--- config.mk ---
export PLATFORM = sky130hd
export DESIGN_NAME = poison_tracker
export DESIGN_NICKNAME = d
export VERILOG_FILES = /design/src/rtl/pt_pkg.sv /design/src/rtl/pt_flag_file.sv /design/src/rtl/pt_operand_screen.sv /design/src/rtl/pt_check_unit.sv /design/src/rtl/poison_tracker.sv
export SDC_FILE = /design/constraint.sdc
export NUM_CORES = 1
export LEC_CHECK = 0
export ABC_CLOCK_PERIOD_IN_PS = 2400
export BUFFER_PORTS_ARGS = -buffer_cell sky130_fd_sc_hd__buf_2
export CORE_UTILIZATION = 25
export DETAILED_ROUTE_END_ITERATION = 8
export PLACE_DENSITY = 0.55
export REMOVE_ABC_BUFFERS = 1
export SYNTH_ARGS = -nofsm -noshare
export SYNTH_HDL_FRONTEND = slang
export SYNTH_SLANG_ARGS = --single-unit
--- constraint.sdc ---
create_clock -name clk -period 2.4 [get_ports clk]
set_input_delay 0.6 -clock clk [delete_from_list [all_inputs] [get_ports clk]]
set_output_delay 0.6 -clock clk [all_outputs]
set_load 0.005 [all_outputs]
--- src/rtl/pt_pkg.sv ---
`timescale 1ns/1ps
package pt_pkg;
  // Index width for n items, never below one bit.
  function automatic int unsigned idx_w(input int unsigned n);
    return (n > 1) ? $clog2(n) : 1;
  endfunction
endpackage

--- src/rtl/pt_flag_file.sv ---
`timescale 1ns/1ps
module pt_flag_file #(
  parameter int unsigned NUM_REGS = 16,
  parameter int unsigned TAG_W    = 4
) (
  input  logic                clk,
  input  logic                rst_n,
  input  logic                ld_valid,
  input  logic                ld_value,
  input  logic [TAG_W-1:0]    ld_tag,
  input  logic                ex_wr,
  input  logic                ex_value,
  input  logic [TAG_W-1:0]    ex_tag,
  output logic [NUM_REGS-1:0] flags
);
  logic [NUM_REGS-1:0] flag_q, flag_d, flag_en;

  for (genvar i = 0; i < NUM_REGS; i++) begin : g_reg
    logic hit_ld, hit_ex;
    always_comb begin
      hit_ld     = ld_valid && (ld_tag == TAG_W'(i));
      hit_ex     = ex_wr && (ex_tag == TAG_W'(i));
      flag_en[i] = hit_ld || hit_ex;
      // Load writeback has priority over the instruction result.
      flag_d[i]  = hit_ld ? ld_value : ex_value;
    end

    always_ff @(posedge clk or negedge rst_n) begin
      if (!rst_n)          flag_q[i] <= 1'b0;
      else if (flag_en[i]) flag_q[i] <= flag_d[i];
    end
  end

  assign flags = flag_q;
endmodule

--- src/rtl/pt_operand_screen.sv ---
`timescale 1ns/1ps
module pt_operand_screen #(
  parameter int unsigned NUM_REGS = 16,
  parameter int unsigned NUM_SRC  = 2,
  parameter int unsigned TAG_W    = 4,
  parameter int unsigned PORT_W   = 1
) (
  input  logic [NUM_REGS-1:0]      flags,
  input  logic                     ex_valid,
  input  logic                     ex_spec,
  input  logic [NUM_SRC-1:0]       src_valid,
  input  logic [NUM_SRC*TAG_W-1:0] src_tag,
  output logic                     any_poison,
  output logic                     trap,
  output logic [PORT_W-1:0]        trap_port,
  output logic [TAG_W-1:0]         trap_tag
);
  logic [NUM_SRC-1:0] hit;

  for (genvar p = 0; p < NUM_SRC; p++) begin : g_port
    assign hit[p] = src_valid[p] && flags[src_tag[p*TAG_W +: TAG_W]];
  end

  always_comb begin
    trap_port = '0;
    trap_tag  = '0;
    // Scan downward so the lowest poisoned port is the one kept.
    for (int p = NUM_SRC - 1; p >= 0; p--) begin
      if (hit[p]) begin
        trap_port = PORT_W'(p);
        trap_tag  = src_tag[p*TAG_W +: TAG_W];
      end
    end
    any_poison = |hit;
    trap       = ex_valid && !ex_spec && any_poison;
  end
endmodule

--- src/rtl/pt_check_unit.sv ---
`timescale 1ns/1ps
module pt_check_unit #(
  parameter int unsigned NUM_REGS = 16,
  parameter int unsigned TAG_W    = 4,
  parameter int unsigned ADDR_W   = 32
) (
  input  logic                clk,
  input  logic                rst_n,
  input  logic [NUM_REGS-1:0] flags,
  input  logic                chk_valid,
  input  logic [TAG_W-1:0]    chk_tag,
  input  logic [ADDR_W-1:0]   chk_target,
  output logic                redir_valid,
  output logic [ADDR_W-1:0]   redir_addr
);
  logic redir_d;

  always_comb redir_d = chk_valid && flags[chk_tag];

  always_ff @(posedge clk or negedge rst_n) begin
    if (!rst_n) redir_valid <= 1'b0;
    else        redir_valid <= redir_d;
  end

  always_ff @(posedge clk or negedge rst_n) begin
    if (!rst_n)       redir_addr <= '0;
    else if (redir_d) redir_addr <= chk_target;
  end
endmodule

--- src/rtl/poison_tracker.sv ---
`timescale 1ns/1ps
module poison_tracker #(
  parameter int unsigned NUM_REGS = 16,
  parameter int unsigned NUM_SRC  = 2,
  parameter int unsigned ADDR_W   = 32,
  localparam int unsigned TAG_W   = pt_pkg::idx_w(NUM_REGS),
  localparam int unsigned PORT_W  = pt_pkg::idx_w(NUM_SRC)
) (
  input  logic                     clk,
  input  logic                     rst_n,
  input  logic                     ld_valid,
  input  logic                     ld_spec,
  input  logic                     ld_fault,
  input  logic [TAG_W-1:0]         ld_tag,
  input  logic                     ex_valid,
  input  logic                     ex_spec,
  input  logic [NUM_SRC-1:0]       ex_src_valid,
  input  logic [NUM_SRC*TAG_W-1:0] ex_src_tag,
  input  logic                     ex_dst_valid,
  input  logic [TAG_W-1:0]         ex_dst_tag,
  input  logic                     chk_valid,
  input  logic [TAG_W-1:0]         chk_tag,
  input  logic [ADDR_W-1:0]        chk_target,
  output logic                     exc_valid,
  output logic [PORT_W-1:0]        exc_port,
  output logic [TAG_W-1:0]         exc_tag,
  output logic                     redir_valid,
  output logic [ADDR_W-1:0]        redir_addr
);
  // Reset synchronizer: asynchronous assert, synchronous release.
  logic [1:0] rst_sync_q;
  logic       rst_i_n;

  always_ff @(posedge clk or negedge rst_n) begin
    if (!rst_n) rst_sync_q <= 2'b00;
    else        rst_sync_q <= {rst_sync_q[0], 1'b1};
  end
  assign rst_i_n = rst_sync_q[1];

  logic [NUM_REGS-1:0] flags;
  logic                any_poison, trap;
  logic [PORT_W-1:0]   trap_port;
  logic [TAG_W-1:0]    trap_tag;
  logic                ld_value, ex_wr, ex_value;

  always_comb begin
    ld_value = ld_spec && ld_fault;
    ex_wr    = ex_valid && ex_dst_valid && !trap;
    ex_value = ex_spec && any_poison;
  end

  pt_operand_screen #(
    .NUM_REGS(NUM_REGS), .NUM_SRC(NUM_SRC), .TAG_W(TAG_W), .PORT_W(PORT_W)
  ) u_screen (
    .flags(flags), .ex_valid(ex_valid), .ex_spec(ex_spec),
    .src_valid(ex_src_valid), .src_tag(ex_src_tag),
    .any_poison(any_poison), .trap(trap),
    .trap_port(trap_port), .trap_tag(trap_tag)
  );

  pt_flag_file #(.NUM_REGS(NUM_REGS), .TAG_W(TAG_W)) u_flags (
    .clk(clk), .rst_n(rst_i_n),
    .ld_valid(ld_valid), .ld_value(ld_value), .ld_tag(ld_tag),
    .ex_wr(ex_wr), .ex_value(ex_value), .ex_tag(ex_dst_tag),
    .flags(flags)
  );

  pt_check_unit #(.NUM_REGS(NUM_REGS), .TAG_W(TAG_W), .ADDR_W(ADDR_W)) u_check (
    .clk(clk), .rst_n(rst_i_n), .flags(flags),
    .chk_valid(chk_valid), .chk_tag(chk_tag), .chk_target(chk_target),
    .redir_valid(redir_valid), .redir_addr(redir_addr)
  );

  always_ff @(posedge clk or negedge rst_i_n) begin
    if (!rst_i_n) exc_valid <= 1'b0;
    else          exc_valid <= trap;
  end

  always_ff @(posedge clk or negedge rst_i_n) begin
    if (!rst_i_n) begin
      exc_port <= '0;
      exc_tag  <= '0;
    end else if (trap) begin
      exc_port <= trap_port;
      exc_tag  <= trap_tag;
    end
  end
endmodule

==> flow_summary.toml <==
[finish]
n_antenna_cell = 0
finalNonFillerCells = 661
final_util_pct = 33.6
multi_input_area_um2 = 1650
area_growth_pct = 31.2
drive_above_1_share_pct = 28.4
fill_cells = 1350
regArea_um2 = 1430
fin_nets = 547

[setup_path]
end_kind = "flop"
slowest_delay_ns = 0.56
cp_common_cell = "nand2_1"
crit_start = "chk_tag[0]"
worstSetupPathType = "in -> reg"
crit_slowest_cell = "mux4_1"
cp_max_fo = 33
crit_chain = "buf_2 > mux4_1 > mux4_2 > nand2_4 > inv_4 > nand2_1 > nand2_1"
cp_top_family = "multiplexers"
crit_buf_inv = 2
cp.required_ns = 2.62
r2r-start = "u_flags.flags[15]"
critPathLaunchType = "input pin"
arrival_ns = 2.26

[sta]
max_slew.worst_pin.slew_ns = 0.611
holdWs_ns = 0.0339
skew_ns = 0.00604
setup_viol = 0
clock.fmax_mhz = 489
min_period_ns = 2.04
relSlewSlack_pct = 59.3
slew_viol_final = 0
setup_tns_ns = 0
finalHoldViolations = 0
timing.final.crit_share_pct = 85.1
rsz0062_at_grt = "false"

[power_and_ir_drop]
leakagePower_nw = 2.06
ir_worst_vdd_v = 0.000587
switching_share_pct = 34.0
p_seq_share_pct = 39.3
p_int_mw = 2.74
clock_power_share_pct = 30.2
powerDensity_nw_per_um2 = 977
switchingPower_mw = 1.41
combPwrFrac_pct = 30.5

[clock_network]
cts_sinks = 57
clk_latency_ns = 0.34
cts_buffers = 9
clkSlewWorstSetupHoldPaths_ns = 0.05
post-cts-setup-buffer-count = 0
ctsResizeCount = 0
clock_tree.buffer_depth = 2
hold_buffers = 0
cts.htree.levels = 3
cts_root_buffer = "clkbuf_16"
cts_tree = "yes"

[detailed_routing]
drc_errors = 0
ant_nets = 0
first_pass_iters = 5
routed_wirelength_um = 10100
via_per_inst = 4.83
vias = 3190
wire_per_inst_um = 15.3
drt_iter0_markers = 275

[synth]
netlist_top_cells_area = "dfrtp_1 44%, nand2_1 15%, o21ai_0 4.3%"
ys_types = 40
synth-edff-count = 0
yosysSeqAreaShare_pct = 44.1
syn-cell-area_um2 = 3230
yosysTopAreaCell = "dfrtp_1"
yosys_warnings = 0
synth_cells = 380
synth_seq_cells = 57
synthArstFlopShare_pct = 100
synthFlopType = "dfrtp_1"
synth.top_cell.area_share_pct = 44.1
synth_area_per_cell_um2 = 8.51

[die]
rows = 41
pin_count = 102
die_h_um = 116
core_area_um2 = 12600
fp.dieArea_um2 = 13400
start_util_pct = 25.6
die_x_um = 116

[global_route]
met2_usage_pct = 24.4
met1_usage_pct = 18.6
grt_pass1_vias = 3028
gr-usage-met3_pct = 5.13
overflow = 0
grt_pass1_wl_um = 15300
antenna_found_initial = 0
track_usage_pct = 15.4
grt_max_degree = 34
busiest_layer = "met2"

[place]
gp_congestion = 0.890
dpl.cell_count = 645
post-dp-hpwl_um = 7310
portBuffers = 101

[status]
outcome = "complete, no violations"

[run]
drv_cap = 0

[worst_hold_path]
hold_class = "in -> async"
-- kinds of logic after synthesis --
kind of cell	Yosys count	share of synthesized area, %
other	1	0.116
and+or+nand+nor	198	26.7
muxes	20	10.0
buffers and inverters	31	4.95
DFF	57	44.1
AOI/OAI and AO/OA	73	14.1
-- Yosys cell counts (2+ instances only) --
library cell and n:
nand2_1 131, dfrtp_1 57, o21ai_0 28, nand3_1 21
nor2_1 19, a21oi_1 14, a22oi_1 13, mux2i_1 11
inv_1 10, a32oi_1 8, clkbuf_1 8, nor2b_1 8
mux4_2 6, a221oi_1 4, buf_4 4, nor4b_1 4
buf_6 3, mux4_1 3, nor3b_1 3, buf_1 2
buf_2 2, nand2b_1 2, o21ai_1 2
-- through the flow --
stage	power, mW	cell area (um2)	setup slack, ns
floorplan	2.25	3120	-0.274
global placement	2.88	3950	0.0704
detailed placement	2.91	3950	0.00977
CTS	4.18	4240	0.361
global route	4.42	4240	0.205
finish	4.15	4240	0.357
-- layout by cell type (no fill, tap or decap), types with 2 or more instances in the layout --
master / instances
nand2_1: 131
buf_2: 101
dfrtp_1: 56
o21ai_0: 28
nand3_1: 21
nor2_1: 19
a21oi_1: 14
a22oi_1: 13
mux2i_1: 11
inv_1: 10
buf_4: 10
clkbuf_16: 9
nor2b_1: 8
a32oi_1: 8
mux4_2: 6
nor4b_1: 4
a221oi_1: 4
mux4_1: 3
nor3b_1: 3
clkinv_2: 3
nand2b_1: 2
o21ai_1: 2
clkinvlp_4: 2
buf_12: 2
-- final timing paths --
kind / endpoint / slack (ns) / cells after the start
worst max register to register: u_check.redir_addr[27] / 0.36 / 6
worst max-delay path: u_check.redir_addr[27] / 0.36 / 7
worst min-delay path: rst_sync_q[1] / 0.03 / 1
worst min register to register: exc_valid / 0.28 / 0
max in group asynchronous: u_check.redir_addr[29] / 1.53 / 1
min in group clk: rst_sync_q[1] / 0.35 / 0
-- cell type report --
class                   instances  share of cell area, %
multi-input cells             292                   38.8
clock buffers                  10                   5.40
clock inverters                 6                   1.42
repair buffers                113                   14.6
flip-flops and latches         57                   33.6
inverters                      11                   1.03
well taps                     172                   5.07
-- power by group through the flow --
stage	logic [mW]	clock network (mW)	registers (mW)
global placement	1.25	0	1.63
finish	1.26	1.25	1.63
detailed placement	1.27	0	1.64
floorplan	0.653	0	1.59
CTS	1.27	1.28	1.63
global route	1.43	1.31	1.68
-- routing by layer --
| metal | wire length [um] | vias up |
|---|---|---|
| li1 | - | 1526 |
| met1 | 4290 | 1462 |
| met2 | 4500 | 180 |
| met3 | 1050 | 22 |
| met4 | 254 | 0 |
| met5 | 0 | - |
-- flip-flops by register name (all words and copies together) (netlist names) --
name and flops:
u_check.redir_addr 32, u_flags.flags 16, exc_tag 4, rst_sync_q 2
exc_port 1, exc_valid 1, u_check.redir_valid 1
Power figures use the tool's default switching activity.
